**config.mk**
```make
export PLATFORM = sky130hd
export DESIGN_NAME = pinmux_port
export DESIGN_NICKNAME = d
export VERILOG_FILES = /design/src/rtl/pmx_pkg.sv /design/src/rtl/pmx_sync.sv /design/src/rtl/pmx_regs.sv /design/src/rtl/pmx_select.sv /design/src/rtl/pinmux_port.sv
export SDC_FILE = /design/constraint.sdc
export NUM_CORES = 1
export LEC_CHECK = 0
export BUFFER_PORTS_ARGS = -buffer_cell sky130_fd_sc_hd__clkbuf_2
export CORE_MARGIN = 5
export CORE_UTILIZATION = 30
export DETAILED_ROUTE_END_ITERATION = 12
export SYNTH_ARGS = -nofsm -noshare
export SYNTH_HDL_FRONTEND = slang
export SYNTH_SLANG_ARGS = --single-unit
```
**constraint.sdc**
```tcl
create_clock -name clk -period 1.7 [get_ports clk]
set_input_delay 0.255 -clock clk [delete_from_list [all_inputs] [get_ports clk]]
set_output_delay 0.255 -clock clk [all_outputs]
set_load 0.05 [all_outputs]
```
**src/rtl/pmx_pkg.sv**
```systemverilog
`timescale 1ns/1ps
package pmx_pkg;
  localparam int unsigned PORT_W = 8;
  localparam int unsigned ALT_W  = 4;

  typedef enum logic [2:0] {OWN_GPIO, OWN_PWM, OWN_IIC, OWN_SPI, OWN_CAN} owner_t;

  // Fixed per-pin priority chain; only enabled functions compete.
  function automatic owner_t pick_owner(input int unsigned idx, input logic spi_en,
                                        input logic iic_en, input logic [3:0] pwm_en,
                                        input logic can_en);
    owner_t o;
    logic [1:0] ch;
    o  = OWN_GPIO;
    ch = idx[1:0];
    case (idx)
      7, 4: begin
        if (spi_en)          o = OWN_SPI;
        else if (iic_en)     o = OWN_IIC;
        else if (pwm_en[ch]) o = OWN_PWM;
      end
      6, 5: begin
        if (spi_en)          o = OWN_SPI;
        else if (pwm_en[ch]) o = OWN_PWM;
      end
      3, 2: if (can_en) o = OWN_CAN;
      default: o = OWN_GPIO;
    endcase
    return o;
  endfunction
endpackage

```
**src/rtl/pmx_sync.sv**
```systemverilog
`timescale 1ns/1ps
module pmx_sync #(
  parameter int unsigned W      = 8,
  parameter int unsigned STAGES = 2
) (
  input  logic         clk,
  input  logic         rst_n,
  input  logic [W-1:0] d,
  output logic [W-1:0] q
);
  logic [W-1:0] stage [STAGES];

  generate
    for (genvar s = 0; s < STAGES; s++) begin : g_stage
      always_ff @(posedge clk or negedge rst_n) begin
        if (!rst_n) stage[s] <= '0;
        else if (s == 0) stage[s] <= d;
        else stage[s] <= stage[(s == 0) ? 0 : s-1];
      end
    end
  endgenerate

  assign q = stage[STAGES-1];
endmodule

```
**src/rtl/pmx_regs.sv**
```systemverilog
`timescale 1ns/1ps
module pmx_regs #(
  parameter int unsigned W = 8
) (
  input  logic         clk,
  input  logic         rst_n,
  input  logic         we,
  input  logic         addr,
  input  logic [W-1:0] wdata,
  input  logic [W-1:0] pin_sync,
  output logic [W-1:0] data_q,
  output logic [W-1:0] dir_q,
  output logic [W-1:0] rdata
);
  logic wr_data, wr_dir;
  assign wr_data = we && !addr;
  assign wr_dir  = we &&  addr;

  always_ff @(posedge clk or negedge rst_n) begin
    if (!rst_n) begin
      data_q <= '0;
      dir_q  <= '0;
    end else begin
      if (wr_data) data_q <= wdata;
      if (wr_dir)  dir_q  <= wdata;
    end
  end

  // Outputs read back the latch, inputs read back the synchronized pad.
  logic [W-1:0] port_view;
  assign port_view = (dir_q & data_q) | (~dir_q & pin_sync);
  assign rdata     = addr ? dir_q : port_view;


  data_store_chk: assert property (@(posedge clk) disable iff (!rst_n)
    wr_data |=> data_q == $past(wdata));


  dir_store_chk: assert property (@(posedge clk) disable iff (!rst_n)
    wr_dir |=> dir_q == $past(wdata));
endmodule

```
**src/rtl/pmx_select.sv**
```systemverilog
`timescale 1ns/1ps
module pmx_select
  import pmx_pkg::*;
#(
  parameter int unsigned W = PORT_W
) (
  input  logic         clk,
  input  logic         rst_n,
  input  logic [W-1:0] data_q,
  input  logic [W-1:0] dir_q,
  input  logic         spi_en,
  input  logic [3:0]   spi_out,
  input  logic [3:0]   spi_oe,
  input  logic         iic_en,
  input  logic         iic_sda_o,
  input  logic         iic_scl_o,
  input  logic [3:0]   pwm_en,
  input  logic [3:0]   pwm_out,
  input  logic         can_en,
  input  logic         can_tx_o,
  output logic [W-1:0] pin_out,
  output logic [W-1:0] pin_oe
);
  // Per-pin views of each peripheral, zero where it has no connection.
  logic [W-1:0] spi_o_v, spi_e_v, iic_v, pwm_v, can_o_v, can_e_v;
  assign spi_o_v = {spi_out, 4'b0000};
  assign spi_e_v = {spi_oe,  4'b0000};
  assign iic_v   = {iic_sda_o, 2'b00, iic_scl_o, 4'b0000};
  assign pwm_v   = {pwm_out, 4'b0000};
  assign can_o_v = {4'b0000, can_tx_o, 3'b000};
  assign can_e_v = 8'b0000_1000;

  owner_t own [W];

  generate
    for (genvar g = 0; g < W; g++) begin : g_pin
      assign own[g] = pick_owner(g, spi_en, iic_en, pwm_en, can_en);
      always_comb begin
        case (own[g])
          OWN_SPI: begin pin_out[g] = spi_o_v[g]; pin_oe[g] = spi_e_v[g]; end
          OWN_IIC: begin pin_out[g] = 1'b0;       pin_oe[g] = ~iic_v[g];  end
          OWN_PWM: begin pin_out[g] = pwm_v[g];   pin_oe[g] = 1'b1;       end
          OWN_CAN: begin pin_out[g] = can_o_v[g]; pin_oe[g] = can_e_v[g]; end
          default: begin pin_out[g] = data_q[g];  pin_oe[g] = dir_q[g];   end
        endcase
      end
    end
  endgenerate


  ss_prio_chk: assert property (@(posedge clk) disable iff (!rst_n)
    spi_en |-> (pin_oe[7] == spi_oe[3]) && (pin_out[7] == spi_out[3]));


  iic_drain_chk: assert property (@(posedge clk) disable iff (!rst_n)
    (own[4] == OWN_IIC) |-> !pin_out[4] && (pin_oe[4] == !iic_scl_o));


  pwm_drive_chk: assert property (@(posedge clk) disable iff (!rst_n)
    (!spi_en && !iic_en && pwm_en[3]) |-> pin_oe[7] && (pin_out[7] == pwm_out[3]));


  can_rx_input_chk: assert property (@(posedge clk) disable iff (!rst_n)
    can_en |-> !pin_oe[2] && pin_oe[3]);
endmodule

```
**src/rtl/pinmux_port.sv**
```systemverilog
`timescale 1ns/1ps
module pinmux_port
  import pmx_pkg::*;
(
  input  logic         clk,
  input  logic         rst_n,
  input  logic         bus_we,
  input  logic         bus_addr,
  input  logic [7:0]   bus_wdata,
  output logic [7:0]   bus_rdata,
  input  logic         spi_en,
  input  logic [3:0]   spi_out,
  input  logic [3:0]   spi_oe,
  input  logic         iic_en,
  input  logic         iic_sda_o,
  input  logic         iic_scl_o,
  input  logic [3:0]   pwm_en,
  input  logic [3:0]   pwm_out,
  input  logic         can_en,
  input  logic         can_tx_o,
  input  logic [7:0]   pin_in,
  output logic [7:0]   pin_out,
  output logic [7:0]   pin_oe,
  output logic [3:0]   spi_in,
  output logic         iic_sda_in,
  output logic         iic_scl_in,
  output logic         can_rx_in
);
  localparam int unsigned SYNC_STAGES = 2;

  logic [PORT_W-1:0] pin_sync, data_q, dir_q;

  pmx_sync #(.W(PORT_W), .STAGES(SYNC_STAGES)) u_sync (
    .clk(clk), .rst_n(rst_n), .d(pin_in), .q(pin_sync)
  );

  pmx_regs #(.W(PORT_W)) u_regs (
    .clk(clk), .rst_n(rst_n), .we(bus_we), .addr(bus_addr), .wdata(bus_wdata),
    .pin_sync(pin_sync), .data_q(data_q), .dir_q(dir_q), .rdata(bus_rdata)
  );

  pmx_select #(.W(PORT_W)) u_sel (
    .clk(clk), .rst_n(rst_n), .data_q(data_q), .dir_q(dir_q),
    .spi_en(spi_en), .spi_out(spi_out), .spi_oe(spi_oe),
    .iic_en(iic_en), .iic_sda_o(iic_sda_o), .iic_scl_o(iic_scl_o),
    .pwm_en(pwm_en), .pwm_out(pwm_out), .can_en(can_en), .can_tx_o(can_tx_o),
    .pin_out(pin_out), .pin_oe(pin_oe)
  );

  assign spi_in     = pin_sync[7:4];
  assign iic_sda_in = pin_sync[7];
  assign iic_scl_in = pin_sync[4];
  assign can_rx_in  = pin_sync[2];

  // Edges seen since reset, saturating; gates the latency check.
  logic [1:0] warm;
  always_ff @(posedge clk or negedge rst_n) begin
    if (!rst_n) warm <= '0;
    else if (warm != 2'd3) warm <= warm + 2'd1;
  end


  sync_latency_chk: assert property (@(posedge clk) disable iff (!rst_n)
    (warm >= 2'd2) |-> (pin_sync == $past(pin_in, 2)));


  reset_dir_chk: assert property (@(posedge clk) disable iff (!rst_n)
    (warm == 2'd0) |-> (dir_q == '0) && (data_q == '0));
endmodule

```
==> results.ini <==
[cts]
cts.path.max_buffers = 2
cts_made_buffers = 5
path_clk_slew_ps = 60
clk_latency_ps = 280
h-tree-depth = 2
cts_tree = done
root_buffer = clkbuf_8
clock-sinks = 32

[pwr]
power_frac_seq_pct = 41.9
p_sw_w = 0.000765
ir_drop_mv = 0.484
power_density_nw_per_um2 = 1130
power_w = 0.00213
p_int_w = 0.00136
power.static_leakage_nw = 0.954
p_clk_share_pct = 27.8
p_sw_share_pct = 35.9
pwr-share-comb_pct = 30.3

[grt]
grt_overflow = 0
antenna_found_initial = 0
first_global_vias = 1100
track_usage_pct = 10.7
grt_pass1_wl_um = 5090
grt_max_degree = 33

[die]
die_y_um = 79.1
rows = 25
coreArea_um2 = 4690
die-area_um2 = 6250
die_w_um = 79.1
start_util_pct = 30.5
pin_count = 73

[layout]
finalInstanceArea_um2 = 1880
layoutNonFillerInstCount = 239
area_growth_pct = 31.6
multiInputGateArea_um2 = 536
drive_gt1_share_pct = 55.1
final-seq-area_um2 = 801
final_net_count = 226
antenna_cells = 0
fill_cells = 474

[placement]
gp_congestion = 0.694
place_inst = 229
portBuffers = 72
post-place-ws_ps = 268
hpwlAfterDp_um = 2390
dpl_cell_area_um2 = 1770

[timing]
drv_slew = 0
fin_crit_sh_pct = 95.6
fmax_mhz = 615
final.min_clock_period_ps = 1630
worst_pin_slew_ps = 405
rsz0062_at_grt = false
worst_slack_ps = 74.5
setup_violations = 0
max-slew-margin-rel_pct = 73.0
finalHoldViolCount = 0
skew_ps = 4.50

[drt]
remaining_drc_errors = 0
drtIter0Drc = 45
drt-total-wl_um = 3160
firstDrtPassIters = 4
vias = 1101
wl_per_cell_um = 13.2
avgViaCountPerCell = 4.61
ant_nets = 0

[logic_synthesis]
synth_area_leaders = dfrtp_1, mux2_4, mux2_2
syn_inst = 115
syn_nets = 157
ys.warnings.count = 0
ys.flop_type = dfrtp_1
syn_area_um2 = 1430
synth.avg_cell_area_um2 = 12.4
synth_most_common_cell = dfrtp_1
seq_area_frac_synth_pct = 55.9
yosysTopAreaCell = dfrtp_1
synth_common_cells = dfrtp_1, o21ai_0, mux2_2
synth_top_area_share_pct = 55.9
ys_ff_latch = 32
synthArstFlopShare_pct = 100
yosys.cell_types.count = 21
synth_edf_count = 0

[worst_setup_path]
slowest_stage = dfrtp_1
crit_type = flip-flop to output port
r2r_slack_ps = 820
start_kind = flip-flop
endpoint_kind = output port
cpPeakStageDelay_ps = 400
cp.required_ps = 1440
path_max_fanout = 4
arrival_ps = 1370
rr_worst_depth = 2
crit_path_cell_trace = or3_1, a22o_1, buf_2

[run_status]
status = finished clean

[flow_run]
cap_violations = 0

[hold_path]
min_path_type = input pin to flip-flop
min_path_cells = 1

area by class of cell:
| cell class | instances | share of cell area, % |
|---|---|---|
| repair buffers | 75 | 20.6 |
| flip-flops and latches | 32 | 42.5 |
| clock inverters | 2 | 0.531 |
| clock buffers | 6 | 4.38 |
| multi-input cells | 70 | 28.4 |
| well taps | 54 | 3.59 |
routing by layer:
metal | global-route usage (%) | up-vias | share of wire (%)
met5 | 0 | - | 0
met4 | 4.64 | 0 | 1.3
met3 | 4.88 | 6 | 12
met2 | 16.5 | 57 | 44
met1 | 12.8 | 515 | 43
li1 | - | 523 | -
final timing paths:
kind	start	end
min in group asynchronous	rst_n	u_regs.data_q[2]
worst max register to register	u_regs.dir_q[7]	u_regs.dir_q[7]
worst min-delay path	pin_in[0]	u_sync.stage[8]
worst min register to register	u_sync.stage[12]	u_sync.q[4]
worst max-delay path	u_regs.dir_q[4]	pin_oe[4]
max in group asynchronous	rst_n	u_regs.dir_q[4]
stage by stage:
step                setup TNS, ps  hold WS (ps)  util (%)
floorplan                   -1280         -40.6         -
global placement                0           304      37.8
detailed placement              0           301      37.8
CTS                             0          65.2      40.0
global route                    0          64.0      40.2
finish                          0          77.4      40.2
logic make-up after synthesis:
kind of cell | count (synthesis) | synth area share [%]
DFF | 32 | 55.9
AOI/OAI and AO/OA | 26 | 9.97
and+or+nand+nor | 23 | 9.18
muxes | 21 | 18.3
buffers and inverters | 13 | 6.64
power by group through the flow:
stage	Combinational, W	Sequential, W	Clock, W
2_1_floorplan	0.000494	0.000902	0
3_3_place_gp	0.000638	0.000908	0
3_5_place_dp	0.000642	0.000909	0
4_1_cts	0.000645	0.000896	0.000621
5_1_grt	0.000685	0.000904	0.000647
6_report	0.000644	0.000892	0.000592
worst max-delay path: cells and delay by family (launching register included):
family	cells	cell delay [ps]
simple gates	1	310
flops	1	400
compound gates	1	180
buf+inv	1	200
state kept, by name, indices dropped and copies added, names as in the netlist:
name           cells
u_regs.data_q      8
u_regs.dir_q       8
u_sync.q           8
u_sync.stage       8
cells in the final DEF (no fill, tap or decap):
cell type       n
or3_1           2
a21oi_1         2
buf_4           3
dlygate4sd3_1   1
clkbuf_8        6
o31ai_1         2
buf_2           1
nor2b_1         2
nand2_1         6
mux2_2          9
clkbuf_2       70
dfrtp_1        32
mux2_4          8
o21ai_0        12
clkinv_2        2
or2_2           1
o21ai_1         8
nand2_2         1
nor2_1          2
nand2b_1        8
mux2i_1         4
a22o_1          2
nor2b_4         1
repair_timing:
| item | in CTS | in global routing |
|---|---|---|
| gates resized for setup | 1 | 2 |
| cloned | 0 | 0 |
| endpoints found under the hold margin | 32 | 0 |
| setup buffers | 0 | 1 |
| hold buffers | 1 | 0 |
| setup endpoints to repair | 1 | 2 |
No activity file was read; power rests on OpenSTA's default activity.
